===== src/rtl/act_throttle_pkg.sv =====
package act_throttle_pkg;

    localparam int LIM_W = 8;

    typedef logic [LIM_W-1:0] lim_t;

    typedef enum logic [2:0] {
        SEL_GLOBAL = 3'd0,
        SEL_LOW    = 3'd1,
        SEL_MID    = 3'd2,
        SEL_HIGH   = 3'd3,
        SEL_CTRL   = 3'd4
    } cfg_sel_e;

    typedef enum logic [1:0] {
        ZONE_COOL = 2'd0,
        ZONE_WARM = 2'd1,
        ZONE_HOT  = 2'd2,
        ZONE_CRIT = 2'd3
    } zone_e;

    typedef struct packed {
        lim_t glim;
        lim_t lo;
        lim_t mid;
        lim_t hi;
        logic closed;   // 1: temperature-driven limit
        logic single;   // 1: single-step, 0: staircase
    } thr_cfg_t;

    // one staircase step, floored at the low limit
    function automatic lim_t stair_next(lim_t cur, lim_t floor_v);
        if (cur > floor_v)
            return cur - lim_t'(1);
        return floor_v;
    endfunction

    function automatic lim_t single_pick(zone_e z, lim_t lo, lim_t mid, lim_t hi);
        case (z)
            ZONE_COOL: return hi;
            ZONE_WARM: return mid;
            default:   return lo;
        endcase
    endfunction

endpackage


===== src/rtl/act_cfg.sv =====
module act_cfg
    import act_throttle_pkg::*;
#(
    parameter int   BUSY_CYCLES = 40,
    parameter lim_t GLIM_RST    = 8'd16,
    parameter lim_t LO_RST      = 8'd4,
    parameter lim_t MID_RST     = 8'd8,
    parameter lim_t HI_RST      = 8'd12
) (
    input  logic     clk,
    input  logic     rst,
    input  logic     we,
    input  logic [2:0] sel,
    input  lim_t     wdata,
    output thr_cfg_t cfg,
    output logic     busy,
    output logic     err
);
    localparam int BW = $clog2(BUSY_CYCLES + 1);

    logic [BW-1:0] bcnt;
    logic          accept;

    assign busy   = (bcnt != '0);
    assign accept = we && !busy;

    always_ff @(posedge clk) begin
        if (rst) begin
            cfg.glim   <= GLIM_RST;
            cfg.lo     <= LO_RST;
            cfg.mid    <= MID_RST;
            cfg.hi     <= HI_RST;
            cfg.closed <= 1'b0;
            cfg.single <= 1'b0;
            bcnt       <= '0;
            err        <= 1'b0;
        end else begin
            if (accept) begin
                bcnt <= BW'(BUSY_CYCLES);
                case (cfg_sel_e'(sel))
                    SEL_GLOBAL: cfg.glim <= wdata;
                    SEL_LOW:    cfg.lo   <= wdata;
                    SEL_MID:    cfg.mid  <= wdata;
                    SEL_HIGH:   cfg.hi   <= wdata;
                    SEL_CTRL: begin
                        cfg.closed <= wdata[0];
                        cfg.single <= wdata[1];
                    end
                    default: ;
                endcase
            end else if (busy) begin
                bcnt <= bcnt - 1'b1;
            end
            if (we && busy)
                err <= 1'b1;
        end
    end


    busy_start_chk: assert property (@(posedge clk) disable iff (rst)
        (we && !busy) |=> busy);


    reject_err_chk: assert property (@(posedge clk) disable iff (rst)
        (we && busy) |=> err);


    reject_keep_chk: assert property (@(posedge clk) disable iff (rst)
        (we && busy) |=> $stable(cfg));


    err_sticky_chk: assert property (@(posedge clk) disable iff (rst)
        err |=> err);

endmodule


===== src/rtl/act_limit.sv =====
module act_limit
    import act_throttle_pkg::*;
#(
    parameter lim_t HI_RST = 8'd12
) (
    input  logic  clk,
    input  logic  rst,
    input  zone_e zone,
    input  logic  win_end,
    input  lim_t  lo,
    input  lim_t  mid,
    input  lim_t  hi,
    input  logic  closed,
    input  logic  single,
    output lim_t  act_lim
);
    lim_t cl_lim;

    always_ff @(posedge clk) begin
        if (rst)
            cl_lim <= HI_RST;
        else if (zone == ZONE_COOL)
            cl_lim <= hi;
        else if (single)
            cl_lim <= single_pick(zone, lo, mid, hi);
        else if (win_end)
            cl_lim <= stair_next(cl_lim, lo);
    end

    assign act_lim = closed ? cl_lim : lo;


    stair_hold_chk: assert property (@(posedge clk) disable iff (rst)
        (zone != ZONE_COOL && !single && !win_end) |=> $stable(cl_lim));


    stair_floor_chk: assert property (@(posedge clk) disable iff (rst)
        (zone != ZONE_COOL && !single && win_end) |=> (cl_lim >= $past(lo)));


    single_mid_chk: assert property (@(posedge clk) disable iff (rst)
        (zone == ZONE_WARM && single) |=> (cl_lim == $past(mid)));

endmodule


===== src/rtl/act_window.sv =====
module act_window
    import act_throttle_pkg::*;
#(
    parameter int WIN_LEN      = 32,
    parameter int HOLD_WINDOWS = 16
) (
    input  logic clk,
    input  logic rst,
    input  logic act_req,
    input  lim_t glim,
    input  lim_t act_lim,
    output logic act_ok,
    output logic gthrot,
    output logic win_end
);
    localparam int WW = (WIN_LEN > 1) ? $clog2(WIN_LEN) : 1;
    localparam int HW = $clog2(HOLD_WINDOWS + 2);

    logic [WW-1:0]  wcnt;
    logic [HW-1:0]  hold;
    lim_t           acnt;
    logic [LIM_W:0] cnt_nxt;
    logic           issue;
    logic           trig;

    assign win_end = (wcnt == WW'(WIN_LEN - 1));
    assign act_ok  = !gthrot || (acnt < act_lim);
    assign issue   = act_req && act_ok;
    assign cnt_nxt = {1'b0, acnt} + (LIM_W + 1)'(issue);
    assign trig    = !gthrot && (cnt_nxt > {1'b0, glim});

    always_ff @(posedge clk) begin
        if (rst) begin
            wcnt   <= '0;
            acnt   <= '0;
            hold   <= '0;
            gthrot <= 1'b0;
        end else begin
            wcnt <= win_end ? '0 : wcnt + 1'b1;
            if (win_end)
                acnt <= '0;
            else if (cnt_nxt[LIM_W])
                acnt <= '1;
            else
                acnt <= cnt_nxt[LIM_W-1:0];

            if (trig) begin
                gthrot <= 1'b1;
                hold   <= win_end ? HW'(HOLD_WINDOWS) : HW'(HOLD_WINDOWS + 1);
            end else if (gthrot && win_end) begin
                hold <= hold - 1'b1;
                if (hold == HW'(1))
                    gthrot <= 1'b0;
            end
        end
    end


    rise_after_issue_chk: assert property (@(posedge clk) disable iff (rst)
        $rose(gthrot) |-> $past(issue));


    hold_mid_window_chk: assert property (@(posedge clk) disable iff (rst)
        (gthrot && !win_end) |=> gthrot);


    hold_nonzero_chk: assert property (@(posedge clk) disable iff (rst)
        gthrot |-> (hold != '0));


    block_persist_chk: assert property (@(posedge clk) disable iff (rst)
        (gthrot && !act_ok && !win_end) |=> (!act_ok || act_lim != $past(act_lim)));

endmodule


===== src/rtl/act_throttle.sv =====
module act_throttle
    import act_throttle_pkg::*;
#(
    parameter int   WIN_LEN      = 32,
    parameter int   HOLD_WINDOWS = 16,
    parameter int   BUSY_CYCLES  = 40,
    parameter lim_t GLIM_RST     = 8'd16,
    parameter lim_t LO_RST       = 8'd4,
    parameter lim_t MID_RST      = 8'd8,
    parameter lim_t HI_RST       = 8'd12
) (
    input  logic             clk,
    input  logic             rst,
    input  logic             act_req,
    input  logic [1:0]       temp_zone,
    input  logic             cfg_we,
    input  logic [2:0]       cfg_sel,
    input  logic [LIM_W-1:0] cfg_wdata,
    output logic             act_ok,
    output logic             gthrot,
    output logic             cfg_busy,
    output logic             cfg_err
);
    thr_cfg_t cfg;
    lim_t     act_lim;
    logic     win_end;

    act_cfg #(
        .BUSY_CYCLES(BUSY_CYCLES),
        .GLIM_RST(GLIM_RST),
        .LO_RST(LO_RST),
        .MID_RST(MID_RST),
        .HI_RST(HI_RST)
    ) u_cfg (
        .clk(clk),
        .rst(rst),
        .we(cfg_we),
        .sel(cfg_sel),
        .wdata(cfg_wdata),
        .cfg(cfg),
        .busy(cfg_busy),
        .err(cfg_err)
    );

    act_limit #(
        .HI_RST(HI_RST)
    ) u_limit (
        .clk(clk),
        .rst(rst),
        .zone(zone_e'(temp_zone)),
        .win_end(win_end),
        .lo(cfg.lo),
        .mid(cfg.mid),
        .hi(cfg.hi),
        .closed(cfg.closed),
        .single(cfg.single),
        .act_lim(act_lim)
    );

    act_window #(
        .WIN_LEN(WIN_LEN),
        .HOLD_WINDOWS(HOLD_WINDOWS)
    ) u_window (
        .clk(clk),
        .rst(rst),
        .act_req(act_req),
        .glim(cfg.glim),
        .act_lim(act_lim),
        .act_ok(act_ok),
        .gthrot(gthrot),
        .win_end(win_end)
    );

endmodule


===== config.mk =====
export PLATFORM = sky130hd
export DESIGN_NAME = act_throttle
export DESIGN_NICKNAME = d
export VERILOG_FILES = /design/src/rtl/act_throttle_pkg.sv /design/src/rtl/act_cfg.sv /design/src/rtl/act_limit.sv /design/src/rtl/act_window.sv /design/src/rtl/act_throttle.sv
export SDC_FILE = /design/constraint.sdc
export NUM_CORES = 1
export LEC_CHECK = 0
export BUFFER_PORTS_ARGS = -buffer_cell sky130_fd_sc_hd__buf_2
export CORE_MARGIN = 2
export CORE_UTILIZATION = 33
export DETAILED_ROUTE_END_ITERATION = 10
export PLACE_DENSITY = 0.58
export SYNTH_ARGS = -nofsm -noshare
export SYNTH_HDL_FRONTEND = slang
export SYNTH_SLANG_ARGS = --single-unit

===== constraint.sdc =====
create_clock -name clk -period 6.8 [get_ports clk]
set_input_delay 0.34 -clock clk [delete_from_list [all_inputs] [get_ports clk]]
set_output_delay 0.34 -clock clk [all_outputs]
set_load 0.01 [all_outputs]

==> summary.md, run 1 <==
| Metric | Value |
|---|---|
| Reg2Reg Depth | `18` |
| Synth area leader | `dfxtp_1` |
| Hold buffers post-CTS | `0` |
| Tcrit/Tclk final | `around 61%` |
| IO Port Bufs | `20` |
| Max Freq | `240.2 MHz` |
| CP Launch Type | `flip-flop` |
| Final Wtd Congestion | `0.8589` |
| Outcome | `finished, final reports clean` |
| R2r endpoint | `u_window.hold[0]` |
| Max Root-Sink Buffers | `2` |
| Synth top cells by count | `dfxtp_1 (68), nor2_1 (61), mux2i_1 (41)` |
| Peak supply drop | `around 0.00023 V` |
| # nets final | `513` |
| Slew HR | `23.43%` |
| Worst Hold Class | `input port to flip-flop` |
| Slew @ Worst Pin | `1.139 ns` |
| Final Hold Viols | `0` |
| Min Clock Period, post-route | `roughly 4.2 ns` |
| Worst path required time | `7.06 ns` |
| Mean area per synthesized cell | `about 8.6 um^2` |
| Core Area | `0.01147 mm^2` |
| Share of flip-flops with an asynchronous set or reset | `0%` |
| Setup tns final | `0 ns` |
| Clock-pin slew on the worst setup and hold paths | `approximately 0.060 ns` |
| Post-DP HPWL | `6.708 mm` |
| Crit path kind | `flip-flop to flip-flop` |
| Die width | `112.5 um` |
| Crit path launch | `u_cfg.cfg[1]` |
| Antenna Nets Post-Route | `0` |
| Synth top area share | `35.04%` |
| Num rows | `39` |
| Synth-to-layout area growth | `14.78%` |
| Die Ht | `112.5 um` |
| Static leakage | `roughly 1.8 nW` |
| Top post-synthesis cells by area | `dfxtp_1 (35%), mux2i_1 (11%), ha_1 (10%)` |
| Worst Setup End Kind | `flip-flop` |
| DRC | `0` |
| Max cap viols | `0` |
| Wire per inst | `15.23 um` |
| Post-layout util | `38.89%` |
| DR WL met2 | `roughly 4.3 mm` |
| Yosys cell types | `53` |
| TritonCTS Buffers | `9` |
| Via count | `3199` |
| N_diodes | `0` |
| Number of top-level pins | `21` |
| Clk root buf | `clkbuf_16` |
| Hold path endpoint | `u_cfg.cfg[30]` |
| Post-synth EDFFs | `0` |
| Largest net degree at the start of global routing | `59` |
| Worst path arrival time | `4.43 ns` |
| Placement Cell Area | `0.004109 mm^2` |
| Slew Viols, Final | `0` |
| Hold_ws | `approximately 0.30 ns` |
| Fill cells | `1157` |
| GRT Overall Usage | `15.66%` |
| Starting Density | `between 30% and 40%` |
| Hold path depth | `2` |
| Die area | `0.01266 mm^2` |
| Net count of the mapped netlist | `500` |
| Synthesized area | `0.003885 mm^2` |
| Setup Fix Bufs, Post-CTS | `0` |
| Initial drt markers | `148` |
| Crit Path Max Fanout | `9` |
| Final setup viols | `0` |
| Drt pass-1 iters | `6` |
| Hold Path Origin | `cfg_wdata[4]` |
| First-pass GRT wire length | `~16 mm` |
| Clock Sinks | `68` |
| Vias in the first global route | `3121` |
| Most common cell in the netlist | `dfxtp_1` |
| TritonCTS clock tree | `built` |
| Initial antenna violation count | `0` |
| Clk_skew | `0.009775 ns` |
| Final cell count without fillers | `612` |
| DR vias/cell | `5.227` |
| Syn Inst Count | `roughly 450` |
| Seq cells post-synth | `a little under 70` |
| Highest routed layer | `met4` |
| Post-CTS Resized | `0` |
| Post-route cell area | `0.004459 mm^2` |
| RSZ-0062 raised after global routing | `no` |
| Synth Flop Type | `dfxtp_1` |
| Final wirelength | `9.323 mm` |
| Post-synthesis sequential area ratio | `a little over a third` |
| H-tree levels | `3` |
| Share of cells above drive strength 1 | `around 11%` |
| WL met3 | `291 um` |
| Placed Cells incl. Taps | `a little under 600` |
| Worst R2R Setup Slack | `roughly 2.6 ns` |
| Grt ovf | `0` |
| Warnings, synthesis | `0` |
| Worst-Skew Late Latency | `between 0.3 and 0.4 ns` |
| Met1 WL | `4.522 mm` |
| Power per Cell Area | `around 270 mW/mm^2` |
| Worst r2r src | `u_cfg.cfg[1]` |
-- cells in the final DEF, fill, tap and decap left out, types with 6 or more instances in the layout --
cell type,count
dfxtp_1,68
nor2_1,61
mux2i_1,41
inv_1,34
ha_1,32
a21oi_1,27
buf_2,20
nor3_1,18
nand2_1,17
nand3_1,14
xnor2_1,13
o21ai_0,13
a211oi_1,11
clkbuf_16,9
xor2_1,7
or3_1,6
-- through the flow --
stage | power (W) | setup WS, ns
global route | 0.001264 | 2.103
floorplan | 0.0006195 | 2.929
CTS | 0.001213 | 2.627
detailed placement | 0.0006668 | 2.645
global placement | 0.0006616 | 2.793
finish | 0.001200 | 2.636
-- layout make-up --
cell class | instances | area [um^2] | share of cell area [%]
multi-input combinational | 326 | 2305 | 51.68
inverter | 35 | 133.9 | 3.002
tap | 143 | 178.9 | 4.012
clock buffer | 10 | 239.0 | 5.359
clock inverter | 6 | 111.4 | 2.497
timing repair buffer | 24 | 130.1 | 2.918
sequential | 68 | 1361 | 30.53
-- power by group --
part	internal, W	switching, W
sequential	0.000427	0.0000263
clock	0.000368	0.000175
combinational	0.0000859	0.000119
total	0.000880	0.000320
-- cell families after synthesis --
logic type / synth area share (%)
fa+ha+maj: 10.31
xor+xnor: 4.509
buf+inv: 6.119
compound gates: 14.17
flops: 35.04
simple gates: 18.71
mux: 11.14
-- sequential cells by signal, indices dropped and copies added, names as in the netlist --
signal / count
u_cfg.cfg: 34
u_limit.cl_lim: 8
u_window.acnt: 8
u_cfg.bcnt: 6
u_window.hold: 5
u_window.wcnt: 5
u_cfg.err: 1
u_window.gthrot: 1
-- worst max-delay path, cell delays in order, from the launching register on --
cell      delay [ns]
dfxtp_1         0.59
mux2i_1         0.25
ha_1            0.26
a211oi_1        0.21
o21ai_0         0.12
o221ai_1        0.20
and2_1          0.16
ha_1            0.19
ha_1            0.20
nand3_1         0.14
nor2_1          0.16
xnor2_1         0.15
inv_1           0.07
ha_1            0.29
nand3_1         0.10
nor3_1          0.22
o21ai_0         0.18
or4_1           0.44
a31oi_1         0.16
-- how the worst max path moves through the flow --
stage	cells after the start	to	slack, ns
3_5_place_dp	18	u_window.hold[0]	2.65
4_1_cts	18	u_window.hold[0]	2.63
3_3_place_gp	18	u_window.hold[0]	2.79
6_report	18	u_window.hold[0]	2.64
2_1_floorplan	19	u_window.hold[0]	2.93
5_1_grt	18	u_window.hold[0]	2.10
-- routing by layer --
metal / up-vias / track usage [%]
li1: 1627 / -
met1: 1499 / 20.39
met2: 57 / 25.38
met3: 16 / 3.618
met4: 0 / 5.854
met5: - / 0
Note: power is estimated with default switching activity, not from simulation.
==> inputs of run 2 (changes only) <==
==> constraint.sdc (replaced) <==
create_clock -name clk -period 4.3 [get_ports clk]
set_input_delay 0.215 -clock clk [delete_from_list [all_inputs] [get_ports clk]]
set_output_delay 0.215 -clock clk [all_outputs]
set_load 0.01 [all_outputs]
==> run 2 against run 1 <==
Compared with the run above: non-clock buffer count rose by 7; global-route usage rose by 0.45 points; combinational power rose by 61%; cell area rose by 1.6%; utilization rose by 0.63 points; clock-buffer cell count did not move; die area did not move; clock power rose by 58%; sequential cell count did not move; sequential share of layout area fell by 0.41 points; worst hold slack got worse by 0.12 ns; largest power group unchanged.
==> summary.md, run 2 (synthesis gave the netlist of run 1 again) <==
| Metric | Value |
|---|---|
| Outcome | `finished, final reports clean (unchanged)` |
| Peak supply drop | `0.0002451 V (was 0.0002331 V)` |
| Crit path kind | `flip-flop to flip-flop (unchanged)` |
| Final Wtd Congestion | `0.8566 (was 0.8589)` |
| Worst-Skew Late Latency | `0.34 ns (about the same)` |
| Max cap viols | `0 (unchanged)` |
| Crit path cell chain | `buf_4 -> mux2i_2 -> ha_1 -> a21oi_1 -> o21ai_0 -> o221ai_1 -> and2_1 -> ha_1 -> ha_1 -> nand3_2 -> nor2_2 -> xnor2_1 -> inv_1 -> ha_1 -> nand3_1 -> nor3_2 -> a211oi_1 -> or4_1 -> a31oi_1 (was mux2i_1 -> ha_1 -> a211oi_1 -> o21ai_0 -> o221ai_1 -> and2_1 -> ha_1 -> ha_1 -> nand3_1 -> nor2_1 -> xnor2_1 -> inv_1 -> ha_1 -> nand3_1 -> nor3_1 -> o21ai_0 -> or4_1 -> a31oi_1)` |
| TritonCTS Buffers | `9 (unchanged)` |
| Initial antenna violation count | `0 (unchanged)` |
| Commonest non-fill, non-tap cells in the layout | `dfxtp_1 (67), nor2_1 (60), mux2i_1 (40) (was dfxtp_1 (68), nor2_1 (61), mux2i_1 (41))` |
| First-pass GRT wire length | `16.06 mm (was 15.79 mm)` |
| Min Clock Period, post-route | `3.930 ns (was 4.164 ns)` |
| Starting Density | `33.88% (unchanged)` |
| Synth-to-layout area growth | `16.65% (was 14.78%)` |
| Worst setup margin | `0.3700 ns (was 2.636 ns)` |
| Most common cell after layout, fill and taps aside | `dfxtp_1 (unchanged)` |
| Tcrit/Tclk final | `91.39% (was 61.23%)` |
| Num rows | `39 (unchanged)` |
| Largest register FFs | `34 (unchanged)` |
| TritonCTS clock tree | `built (unchanged)` |
| Final setup viols | `0 (unchanged)` |
| Clk root buf | `clkbuf_16 (unchanged)` |
| Slew Viols, Final | `0 (unchanged)` |
| Area of the multi-input gates | `0.002321 mm^2 (was 0.002305 mm^2)` |
| Share of cells above drive strength 1 | `13.45% (was 11.09%)` |
| Setup tns final | `0 ns (unchanged)` |
| Worst Path Buf+Inv | `2 (was 1)` |
| Via count | `3230 (was 3199)` |
| # nets final | `520 (was 513)` |
| IO Port Bufs | `20 (unchanged)` |
| Clk_skew | `0.008656 ns (was 0.009775 ns)` |
| Worst Hold Class | `input port to flip-flop (unchanged)` |
| DRC | `0 (unchanged)` |
| Crit Path Max Fanout | `6 (was 9)` |
| Initial drt markers | `150 (was 148)` |
| GRT Overall Usage | `16.12% (was 15.66%)` |
| CP Launch Type | `flip-flop (unchanged)` |
| DR vias/cell | `5.218 (was 5.227)` |
| Drt pass-1 iters | `4 (was 6)` |
| Worst path required time | `4.57 ns (was 7.06 ns)` |
| Vias in the first global route | `3144 (was 3121)` |
| Die Ht | `112.5 um (unchanged)` |
| Number of top-level pins | `21 (unchanged)` |
| Die area | `0.01266 mm^2 (unchanged)` |
| Final cell count without fillers | `619 (was 612)` |
| Grt ovf | `0 (unchanged)` |
| Wire per inst | `15.44 um (was 15.23 um)` |
| Post-DP HPWL | `7.002 mm (was 6.708 mm)` |
| Final Hold Viols | `0 (unchanged)` |
| N_diodes | `0 (unchanged)` |
| Clock Sinks | `68 (unchanged)` |
| Antenna Nets Post-Route | `0 (unchanged)` |
| CP delay by family, top | `simple AND/OR/NAND/NOR gates (unchanged)` |
| Biggest register | `u_cfg.cfg (unchanged)` |
| H-tree levels | `3 (unchanged)` |
| Slew HR | `22.48% (was 23.43%)` |
| Placed Cells incl. Taps | `602 (was 596)` |
| Register Area | `0.001365 mm^2 (was 0.001361 mm^2)` |
| Clock-pin slew on the worst setup and hold paths | `0.06 ns (about the same)` |
| Largest net degree at the start of global routing | `32 (was 59)` |
| Top flop regs | `u_cfg.cfg (34), u_limit.cl_lim (8), u_window.acnt (8) (unchanged)` |
| Max incr delay on CP | `0.48 ns (was 0.59 ns)` |
| DP Worst Slack | `0.1540 ns (was 2.645 ns)` |
| Power per Cell Area | `419.8 mW/mm^2 (was 269.2 mW/mm^2)` |
| Static leakage | `1.817 nW (was 1.781 nW)` |
| RSZ-0062 raised after global routing | `no (unchanged)` |
| Final wirelength | `9.559 mm (was 9.323 mm)` |
| Cell mode on critical path | `ha_1 (unchanged)` |
| Max Freq | `254.5 MHz (was 240.2 MHz)` |
| Fill cells | `1152 (was 1157)` |
| Die width | `112.5 um (unchanged)` |
| Post-layout util | `39.52% (was 38.89%)` |
| Slowest CP cell | `or4_1 (was dfxtp_1)` |
| Slew @ Worst Pin | `1.153 ns (was 1.139 ns)` |
| Worst path arrival time | `4.20 ns (was 4.43 ns)` |
| Max Root-Sink Buffers | `2 (unchanged)` |
| Core Area | `0.01147 mm^2 (unchanged)` |
| Worst Setup End Kind | `flip-flop (unchanged)` |
run 2: worst paths after layout:
check | start | to | slack (ns) | depth (start not counted)
worst max-delay path | u_cfg.cfg[1] | u_window.hold[0] | 0.37 | 19
worst min-delay path | cfg_wdata[6] | u_cfg.cfg[16] | 0.18 | 3
worst max register to register | u_cfg.cfg[1] | u_window.hold[0] | 0.37 | 19
worst min register to register | u_window.wcnt[0] | u_window.wcnt[0] | 0.45 | 1
run 2: worst register-to-register path: cells and delay by family (launching register included):
| family | cells | cell delay, ns |
|---|---|---|
| and+or+nand+nor | 6 | 1.24 |
| muxes | 1 | 0.23 |
| AOI/OAI and AO/OA | 5 | 0.68 |
| buffers and inverters | 2 | 0.23 |
| DFF | 1 | 0.39 |
| adders and majority gates | 4 | 0.97 |
| xor gates and xnor gates | 1 | 0.14 |
run 2: final cells by class:
type	count	area share, %
Multi-Input combinational cell	326	51.21
Tap cell	143	3.948
Clock buffer	10	5.273
Clock inverter	6	2.457
Timing Repair Buffer	31	4.031
Sequential cell	68	30.12
Inverter	35	2.954
run 2: timing repair:
item                       in CTS  in global routing
gates resized for setup         0                  7
setup buffers                   0                  1
hold buffers                    0                  0
hold endpoints to repair        0                  0
setup endpoints to repair       0                  6
run 2: metal layers:
layer	share of wire [%]	wire length (um)	global-route usage, %
met1	47	4524	20.59
met2	48	4608	26.27
met3	3.0	290	3.888
met4	1.4	136	6.423
met5	0	0	0
run 2: where the power goes:
group | total, W | internal, W | switching, W | leakage [nW]
clock | 0.000858 | 0.000582 | 0.000277 | 0.169
sequential | 0.000713 | 0.000674 | 0.0000390 | 0.552
combinational | 0.000331 | 0.000139 | 0.000192 | 1.10
total | 0.00190 | 0.00139 | 0.000508 | 1.82
run 2: stage by stage:
| step | hold slack, ns | total power, W | instance area [um^2] |
|---|---|---|---|
| after floorplan | 0.3328 | 0.0009796 | 3885 |
| after global placement | 0.4282 | 0.001051 | 4154 |
| after detailed placement | 0.4405 | 0.001057 | 4154 |
| after CTS | 0.1687 | 0.001923 | 4504 |
| after global routing | 0.1838 | 0.002002 | 4532 |
| final | 0.1845 | 0.001903 | 4532 |
